`config.mk`:
```
export PLATFORM = sky130hd
export DESIGN_NAME = vcfg_unit
export DESIGN_NICKNAME = d
export VERILOG_FILES = /design/src/rtl/vcfg_pkg.sv /design/src/rtl/vcfg_src_sel.sv /design/src/rtl/vcfg_type_check.sv /design/src/rtl/vcfg_len_clamp.sv /design/src/rtl/vcfg_unit.sv
export SDC_FILE = /design/constraint.sdc
export NUM_CORES = 1
export LEC_CHECK = 0
export BUFFER_PORTS_ARGS = -buffer_cell sky130_fd_sc_hd__buf_2
export CORE_ASPECT_RATIO = 1.5
export CORE_MARGIN = 5
export CORE_UTILIZATION = 52
export DETAILED_ROUTE_END_ITERATION = 8
export GPL_TIMING_DRIVEN = 0
export PLACE_DENSITY = 0.83
export SLEW_MARGIN = 20
export SYNTH_ARGS = -nofsm -noshare
export SYNTH_HDL_FRONTEND = slang
export SYNTH_HIERARCHICAL = 1
export SYNTH_SLANG_ARGS = --single-unit
```
`constraint.sdc`:
```
create_clock -name clk -period 3.1 [get_ports clk]
set_input_delay 0.62 -clock clk [delete_from_list [all_inputs] [get_ports clk]]
set_output_delay 0.62 -clock clk [all_outputs]
set_load 0.01 [all_outputs]
```
`src/rtl/vcfg_pkg.sv`:
```
package vcfg_pkg;

  localparam int LMUL_LO   = 0;
  localparam int SEW_LO    = 3;
  localparam int FIELD_W   = 3;
  localparam int POLICY_HI = 7;
  localparam int ZIMM_W    = 11;
  localparam int UIMM_W    = 5;

  typedef enum logic [1:0] {
    CFG_REG_AVL = 2'b00,
    CFG_IMM_AVL = 2'b01,
    CFG_REG_ALL = 2'b10,
    CFG_NOP     = 2'b11
  } cfg_op_e;

  // Base-2 log of the element limit. The multiplier code is read as a
  // signed 3-bit value, so the fractional settings become negative terms.
  function automatic int limit_log2(input int log2_vlen,
                                    input logic [FIELD_W-1:0] sew_code,
                                    input logic [FIELD_W-1:0] lmul_code);
    int sew_term;
    int lmul_term;
    sew_term  = int'(sew_code) + 3;
    lmul_term = int'($signed(lmul_code));
    return log2_vlen - sew_term + lmul_term;
  endfunction

endpackage

```
`src/rtl/vcfg_src_sel.sv`:
```
module vcfg_src_sel
  import vcfg_pkg::*;
#(
  parameter int XLEN = 32
) (
  input  logic [1:0]        cfg_op,
  input  logic [4:0]        rs1_idx,
  input  logic [4:0]        rd_idx,
  input  logic [XLEN-1:0]   avl_reg,
  input  logic [UIMM_W-1:0] avl_imm,
  input  logic [ZIMM_W-1:0] vtype_imm,
  input  logic [XLEN-1:0]   vtype_reg,
  output logic [XLEN-1:0]   avl_sel,
  output logic [XLEN-1:0]   vtype_sel,
  output logic              take_max,
  output logic              keep_len,
  output logic              op_active
);

  logic reg_avl_form;
  logic rs1_zero;

  always_comb begin
    reg_avl_form = (cfg_op == CFG_REG_AVL) || (cfg_op == CFG_REG_ALL);
    rs1_zero     = (rs1_idx == 5'd0);
    op_active    = (cfg_op != CFG_NOP);

    avl_sel = (cfg_op == CFG_IMM_AVL) ? XLEN'(avl_imm) : avl_reg;
    vtype_sel = (cfg_op == CFG_REG_ALL) ? vtype_reg : XLEN'(vtype_imm);

    take_max = reg_avl_form && rs1_zero && (rd_idx != 5'd0);
    keep_len = reg_avl_form && rs1_zero && (rd_idx == 5'd0);
  end

endmodule

```
`src/rtl/vcfg_type_check.sv`:
```
module vcfg_type_check
  import vcfg_pkg::*;
#(
  parameter int XLEN = 32,
  parameter int VLEN = 128,
  parameter int ELEN = 32
) (
  input  logic [XLEN-1:0] vtype_in,
  output logic            legal,
  output logic [XLEN-1:0] limit,
  output logic [XLEN-1:0] vtype_clean
);

  localparam int LOG2_VLEN    = $clog2(VLEN);
  localparam int MAX_SEW_CODE = $clog2(ELEN / 8);
  localparam int KEEP_W       = POLICY_HI + 1;

  logic [FIELD_W-1:0] sew_code;
  logic [FIELD_W-1:0] lmul_code;
  logic               upper_clear;
  logic               sew_ok;
  logic               lmul_ok;
  logic               size_ok;
  int                 lg;

  always_comb begin
    sew_code    = vtype_in[SEW_LO +: FIELD_W];
    lmul_code   = vtype_in[LMUL_LO +: FIELD_W];
    upper_clear = (vtype_in[XLEN-1:KEEP_W] == '0);
    sew_ok      = int'(sew_code) <= MAX_SEW_CODE;
    lmul_ok     = (lmul_code != 3'b100);
    lg          = limit_log2(LOG2_VLEN, sew_code, lmul_code);
    size_ok     = (lg >= 0);
    legal       = upper_clear && sew_ok && lmul_ok && size_ok;
    limit       = legal ? (XLEN'(1) << lg[4:0]) : '0;
    vtype_clean = {{(XLEN-KEEP_W){1'b0}}, vtype_in[KEEP_W-1:0]};
  end

endmodule

```
`src/rtl/vcfg_len_clamp.sv`:
```
module vcfg_len_clamp #(
  parameter int XLEN = 32
) (
  input  logic [XLEN-1:0] avl,
  input  logic [XLEN-1:0] limit,
  input  logic            take_max,
  input  logic            legal,
  output logic [XLEN-1:0] len_next
);

  always_comb begin
    if (!legal)
      len_next = '0;
    else if (take_max || (avl > limit))
      len_next = limit;
    else
      len_next = avl;
  end

endmodule

```
`src/rtl/vcfg_unit.sv`:
```
module vcfg_unit
  import vcfg_pkg::*;
#(
  parameter int XLEN = 32,
  parameter int VLEN = 128,
  parameter int ELEN = 32
) (
  input  logic              clk,
  input  logic              rst_n,
  input  logic              cfg_valid,
  input  logic [1:0]        cfg_op,
  input  logic [4:0]        rs1_idx,
  input  logic [4:0]        rd_idx,
  input  logic [XLEN-1:0]   avl_reg,
  input  logic [4:0]        avl_imm,
  input  logic [10:0]       vtype_imm,
  input  logic [XLEN-1:0]   vtype_reg,
  output logic [XLEN-1:0]   vl_o,
  output logic [XLEN-1:0]   vtype_o,
  output logic [XLEN-1:0]   vlmax_o,
  output logic [XLEN-1:0]   vlenb_o
);

  localparam int          LOG2_VLEN = $clog2(VLEN);
  localparam logic [XLEN-1:0] VILL_ONLY = {1'b1, {(XLEN-1){1'b0}}};

  logic [XLEN-1:0] avl_sel;
  logic [XLEN-1:0] vtype_sel;
  logic            take_max;
  logic            keep_len;
  logic            op_active;
  logic            cfg_legal;
  logic            cfg_illegal;
  logic [XLEN-1:0] new_limit;
  logic [XLEN-1:0] vtype_clean;
  logic [XLEN-1:0] len_next;
  logic            cfg_fire;
  logic [XLEN-1:0] vl_q;
  logic [XLEN-1:0] vtype_q;
  int              cur_lg;

  vcfg_src_sel #(.XLEN(XLEN)) u_src (
    .cfg_op    (cfg_op),
    .rs1_idx   (rs1_idx),
    .rd_idx    (rd_idx),
    .avl_reg   (avl_reg),
    .avl_imm   (avl_imm),
    .vtype_imm (vtype_imm),
    .vtype_reg (vtype_reg),
    .avl_sel   (avl_sel),
    .vtype_sel (vtype_sel),
    .take_max  (take_max),
    .keep_len  (keep_len),
    .op_active (op_active)
  );

  vcfg_type_check #(.XLEN(XLEN), .VLEN(VLEN), .ELEN(ELEN)) u_chk_type (
    .vtype_in    (vtype_sel),
    .legal       (cfg_legal),
    .limit       (new_limit),
    .vtype_clean (vtype_clean)
  );

  vcfg_len_clamp #(.XLEN(XLEN)) u_clamp (
    .avl      (avl_sel),
    .limit    (new_limit),
    .take_max (take_max),
    .legal    (cfg_legal),
    .len_next (len_next)
  );

  assign cfg_illegal = !cfg_legal;
  assign cfg_fire    = cfg_valid && op_active;

  always_ff @(posedge clk or negedge rst_n) begin
    if (!rst_n) begin
      vl_q    <= '0;
      vtype_q <= VILL_ONLY;
    end else if (cfg_fire) begin
      if (cfg_illegal) begin
        vl_q    <= '0;
        vtype_q <= VILL_ONLY;
      end else begin
        vtype_q <= vtype_clean;
        if (!keep_len)
          vl_q <= len_next;
      end
    end
  end

  always_comb begin
    cur_lg  = limit_log2(LOG2_VLEN, vtype_q[SEW_LO +: FIELD_W], vtype_q[LMUL_LO +: FIELD_W]);
    vlmax_o = vtype_q[XLEN-1] ? '0 : (XLEN'(1) << cur_lg[4:0]);
  end

  assign vl_o    = vl_q;
  assign vtype_o = vtype_q;
  assign vlenb_o = XLEN'(VLEN / 8);

endmodule

```
Word level (Yosys, flattened, before mapping)
Index checks and enable logic that the tools add are counted.
{ "totals": {"regBits": 64, "latch_bits": 0, "ramBits": 0, "mem_bits_ro": 0, "in_bits": 95, "output_inout_bits": 128, "wordCells": 41, "n_memories": 0} }
{ "classes": {"n_addsub": 6, "mul": 0, "n_div": 0, "magnitude_cmp": 3, "n_eq_ne": 5, "n_shift": 2, "mux": 8, "n_bitwise": 0, "reduce_logical": 15} }
{ "op_table": {"columns": ["operator", "count"], "rows": [
  ["$mux 32", 8],
  ["$shl 1x5->32 const A", 2],
  ["$add 32x3->32", 1],
  ["$ge 32x1->1 const B", 1],
  ["$gt 32x32->1", 1],
  ["$sub 4x32->32 const A", 1],
  ["$logic_not 24->1", 1],
  ["$logic_not 5->1", 2],
  ["$add 3x2->4 const B", 2],
  ["$logic_and 1x1->1", 7],
  ["$add 5x3->5", 1],
  ["$reduce_bool 5->1", 1],
  ["$sub 3x4->5 const A", 1],
  ["$ne 2x2->1 const B", 2],
  ["$le 3x2->1 const B", 1],
  ["$ne 3x3->1 const B", 1],
  ["$eq 2x1->1 const B", 1],
  ["$eq 2x2->1 const B", 1],
  ["$logic_not 2->1", 1],
  ["$logic_or 1x1->1", 2],
  ["$reduce_and 2->1", 1]
]} }

Depth between registers and ports, before layout
{ "depth": {"word_depth": 13, "mapped_depth": 25, "mapped_depth_nobuf": 23} }

Cells and area by module
The synthesis kept the hierarchy.
{ "modules_own_cells": {"columns": ["mod", "n_inst", "cells_each", "area_each_um2", "seq_area_each_um2"], "rows": [
  ["vcfg_unit", 1, 378, 3305.7, 1602.8],
  ["vcfg_len_clamp", 1, 221, 1451.4, 0.0],
  ["vcfg_type_check", 1, 129, 827.0, 0.0],
  ["vcfg_src_sel", 1, 81, 624.3, 0.0]
]} }

Worst setup path after synthesis
No wires, ideal clock.
{ "synth_timing": {"path_type": "input to register", "start": "input port cfg_op[1]", "end": "register vl_q[10], in the netlist vl_o[10]", "setup_ns": 0.079, "t_arrival_ns": 5.010, "required_time_ns": 3.021, "slack_ns": -1.989, "path_stages": 25, "path_buffers": 2, "path_cell_list": "nor2b_4 -> buf_6 -> mux2_4 -> inv_1 -> ha_1 -> inv_1 -> ha_1 -> inv_1 -> ha_1 -> nor2_1 -> nor2_1 -> a2111o_1 -> nand4_1 -> nor2_1 -> inv_1 -> ha_1 -> nand4_1 -> or4_1 -> a21oi_1 -> nor3_1 -> o2bb2ai_4 -> buf_6 -> mux2i_1 -> nand2_1 -> mux2i_1"} }
{ "synth_between": {"elab_chain_len": 13, "elab_cells_between_ends": 30, "classes_between": "add/sub (3); order compare (3); eq/ne (5); shift (1); mux (6); reduce/logical (12)"} }
{ "synth_rtl": {"columns": ["item", "line_no", "text"], "rows": [
  ["start, declared", "vcfg_unit.sv:11", "input logic [1:0] cfg_op,"],
  ["$eq 2x2->1 *", "vcfg_src_sel.sv:29", "vtype_sel = (cfg_op == CFG_REG_ALL) ? vtype_reg : XLEN'(vtype_imm);"],
  ["$mux 32 *", "vcfg_src_sel.sv:29", null],
  ["via vtype_sel[3]", "vcfg_unit.sv:28", "logic [XLEN-1:0] vtype_sel;"],
  ["$add 3x2->4", "vcfg_pkg.sv:24", "sew_term = int'(sew_code) + 3;"],
  ["$sub 4x32->32", "vcfg_pkg.sv:26", "return log2_vlen - sew_term + lmul_term;"],
  ["$add 32x3->32", "vcfg_pkg.sv:26", null],
  ["$ge 32x1->1", "vcfg_type_check.sv:33", "size_ok = (lg >= 0);"],
  ["$logic_and 1x1->1", "vcfg_type_check.sv:34", "legal = upper_clear && sew_ok && lmul_ok && size_ok;"],
  ["$mux 32 *", "vcfg_type_check.sv:35", "limit = legal ? (XLEN'(1) << lg[4:0]) : '0;"],
  ["via new_limit[14]", "vcfg_unit.sv:34", "logic [XLEN-1:0] new_limit;"],
  ["$gt 32x32->1 *", "vcfg_len_clamp.sv:14", "else if (take_max || (avl > limit))"],
  ["$logic_or 1x1->1 *", "vcfg_len_clamp.sv:14", null],
  ["$mux 32 *", "vcfg_len_clamp.sv:14", null],
  ["via len_next[10]", "vcfg_unit.sv:36", "logic [XLEN-1:0] len_next;"],
  ["$mux 32 *", "vcfg_unit.sv:85", "if (!keep_len)"],
  ["$mux 32 *", "vcfg_unit.sv:80", "if (cfg_illegal) begin"],
  ["end signal, assigned", "vcfg_unit.sv:86", "vl_q <= len_next;"],
  ["end, declared", "vcfg_unit.sv:38", "logic [XLEN-1:0] vl_q;"]
]} }
Mark *: on every way through the listed nets, which the timed path passes. The rest lies on a longest branch. The select of a mux whose other input is x is not followed.
A chain may end at the register's enable or synchronous reset.

Worst setup path after layout
{ "layout_timing": {"start": "input port cfg_op[0]", "end": "register vl_q[17], in the netlist vl_o[17]"} }
The elaborated chain is that of the path after synthesis.

==> out/results.txt <==
status -> finished, violations left
failing checks -> negative setup slack
main combinational cell family by area after synthesis -> simple AND/OR/NAND/NOR gates
Async SR Flop Fraction -> 100%
starting density of the core -> 52.5%
fill cell count -> 851
reg2reg path depth -> 2
Avg Cell Area, Syn -> 7.67 um^2
Slew HR -> 58.8%
Setup WS pre-CTS -> -2.85 ns
final setup vio count -> 62
vias in the first global route -> 6406
post-route setup slack -> -2.22 ns
area grow syn2layout -> 43.5%
TritonCTS clock tree -> built
antenna violations before repair -> 0
worst reg2reg endpoint -> vtype_o[31]$_DFFE_PN1P_
clock-pin slew on the worst setup and hold paths -> 0.06 ns
CP Launch Point -> cfg_op[0]
Hold WC Path Type -> input port to asynchronous set/reset pin
TritonCTS sink count -> 64
Die Wd -> 99.2 um
Max FO, Critical Path -> 6
final-stage net count -> 1252
Critical R2R Launch -> vtype_o[31]$_DFFE_PN1P_
Synth Area in Compound Gates -> 7.36%
area of the mapped netlist -> 6210 um^2
Worst Setup EP -> vl_o[17]$_DFFE_PN0P_
GRT Total Usage -> 26.1%
Synth Flop Type -> dfrtp_1
register area share after synthesis -> 25.8%
Worst setup EP type -> flop
Clock Skew -> 0 ns
CTS max path bufs -> 2
final core utilization -> 75.3%
DP Wirelength -> 14400 um
Synth Register Bits -> 64
Worst Tran Pin Value -> 0.618 ns
Final Hold Vio Count -> 0
leak pwr -> 4.33 nW
critical setup path kind -> input port to flop
Worst setup SP type -> input port
number of diodes -> 0
height of the die -> 144 um
Synth Area in Simple Gates -> 26.0%
RSZ-0062 raised after global routing -> yes
Critical Path RT -> 3.34 ns
r2r setup slk -> 2.25 ns
vias post-DR -> 6578
H-tree Lvls -> 3
drt pass-1 iters -> 5
EDFF count, synth -> 0
core area -> 11800 um^2
Slew Limit Fails -> 0
Initial DRC Count -> 325
wire per inst -> 16.6 um
Routed Wire Length -> 21000 um
GPL Wtd Cong -> 0.914
later-pin clock latency in the skew report -> 0.33 ns
IO Pins -> 223
CTS root buf -> clkbuf_16
global route total overflow -> 0
Final Cell Area -> 8910 um^2
DRC Markers -> 0
Synth warnings -> 6
Antenna Nets Post-Route -> 0
Max Fclk -> 188 MHz
post-synth cell types -> 47
P per Cell Area -> 313 nW/um^2
VDD IR-drop max -> 256 uV
Core Rows -> 49
die area -> 14300 um^2
Post-DP Area -> 7660 um^2
fraction of the mapped netlist area in adder cells -> 10.0%
Arr. time, crit path -> 5.56 ns
Multi-input gate area -> 4430 um^2
Post-Syn Instances -> 809
number of CTS-inserted buffers -> 9
maxcap violations -> 0
port buffer count -> 190
XOR/XNOR share of the synthesized area -> 1.13%
layout cells sized above 1 -> 39.8%
global-route wire length before repair -> 29800 um
period utilization -> 172%
vias per inst -> 5.19
most frequent cells in the layout -> 189 x buf_2, 175 x nand2_1, 100 x buf_4
pin count of the biggest net entering global routing -> 37
mux contribution to synthesized area -> 13.9%
commonest non-fill, non-tap cell in the layout -> buf_2
fin crit period -> 5.32 ns
register area -> 1600 um^2
setup TNS -> -74.18 ns
[worst max-delay path, stage by stage]
cell and delay (ns):
buf_8 0.11, nor2b_4 0.18, buf_8 0.13, mux2_4 0.33, inv_4 0.07, ha_4 0.12, inv_2 0.04, ha_4 0.25
inv_2 0.04, ha_4 0.17, a211oi_2 0.29, nor2_4 0.07, buf_4 0.16, xor2_4 0.28, nand3_2 0.22, nor2_1 0.20
inv_1 0.07, ha_1 0.34, nand4_1 0.15, or4_4 0.50, nor3_4 0.24, nand2b_4 0.17, o2bb2ai_4 0.08, buf_6 0.15
buf_16 0.13, mux2i_1 0.15, nand2_1 0.07, mux2i_1 0.20
[power by group]
group	switching (mW)	internal [mW]	total [mW]
Combinational	0.525	0.453	0.978
Clock	0.400	0.565	0.965
Sequential	0.00438	0.839	0.843
Total	0.929	1.86	2.79
[cell families after synthesis]
logic type | Yosys count
and+or+nand+nor | 360
buffers and inverters | 180
muxes | 80
AOI/OAI and AO/OA | 66
DFF | 64
adders and majority gates | 48
xor gates and xnor gates | 8
other | 3
[cell usage after synthesis, types with 2 or more instances]
master	n	area (um^2)
a211oi_1	4	30.0
and2_1	48	300
nor3_1	7	35.0
and3_1	2	12.5
o2111ai_1	2	17.5
nand4_1	11	68.8
nor2_1	77	289
dfrtp_1	63	1580
a21o_1	2	15.0
mux2_2	4	45.0
buf_6	6	67.6
xor2_1	3	26.3
fa_1	3	60.1
o21ai_0	35	175
buf_2	5	25.0
conb_1	3	11.3
nand3_1	15	75.1
nor2b_1	8	50.1
a211o_4	2	35.0
clkbuf_1	22	82.6
mux2_4	12	180
buf_1	2	7.51
mux2i_1	64	641
xnor2_1	5	43.8
buf_4	64	480
nor4_1	6	37.5
a21oi_1	13	65.1
inv_1	81	304
nand2_1	177	664
ha_1	45	563
nand2b_1	2	12.5
[flip-flops by register name, summed over array words and instances, names as in the netlist]
signal,count
vtype_o,32
vl_o,32
[how the worst min path moves through the flow]
stage,startpoint,endpoint,slack (ns),depth (start not counted)
2_1_floorplan,rst_n,vl_o[0]$_DFFE_PN0P_,0.32,0
3_3_place_gp,vtype_o[17]$_DFFE_PN0P_,vtype_o[17]$_DFFE_PN0P_,0.46,2
3_5_place_dp,vtype_o[17]$_DFFE_PN0P_,vtype_o[17]$_DFFE_PN0P_,0.46,2
4_1_cts,rst_n,vtype_o[18]$_DFFE_PN0P_,0.21,1
5_1_grt,rst_n,vtype_o[15]$_DFFE_PN0P_,0.23,1
6_report,rst_n,vtype_o[15]$_DFFE_PN0P_,0.21,1
[cell type report]
type,instances,area share (%)
multi-input cells,618,49.7
inverters,81,3.47
clock inverters,6,0.492
plain buffers,98,7.46
flip-flops and latches,64,18.0
well taps,153,2.15
clock buffers,10,2.68
repair buffers,237,16.0
[layer usage]
layer	share of wire, %	up-vias	track usage, %
li1	-	3081	-
met1	33	3027	24.9
met2	54	353	50.6
met3	6.9	117	5.59
met4	5.7	0	14.8
met5	0	-	0
[stage by stage]
stage               cells  hold WS, ns  power (mW)
global route         1267        0.227        2.90
global placement     1205        0.457        1.52
detailed placement   1206        0.465        1.54
floorplan             862        0.324        1.36
finish               1267        0.206        2.79
CTS                  1246        0.215        2.63
[timing repair]
item | in CTS | in global routing
setup endpoints to repair | 73 | 73
cloned | 2 | 0
buffers inserted | 22 | 25
pin swaps | 22 | 35
hold buffers | 0 | 0
resized for setup | 39 | 90
Note: power is estimated with default switching activity, not from simulation.
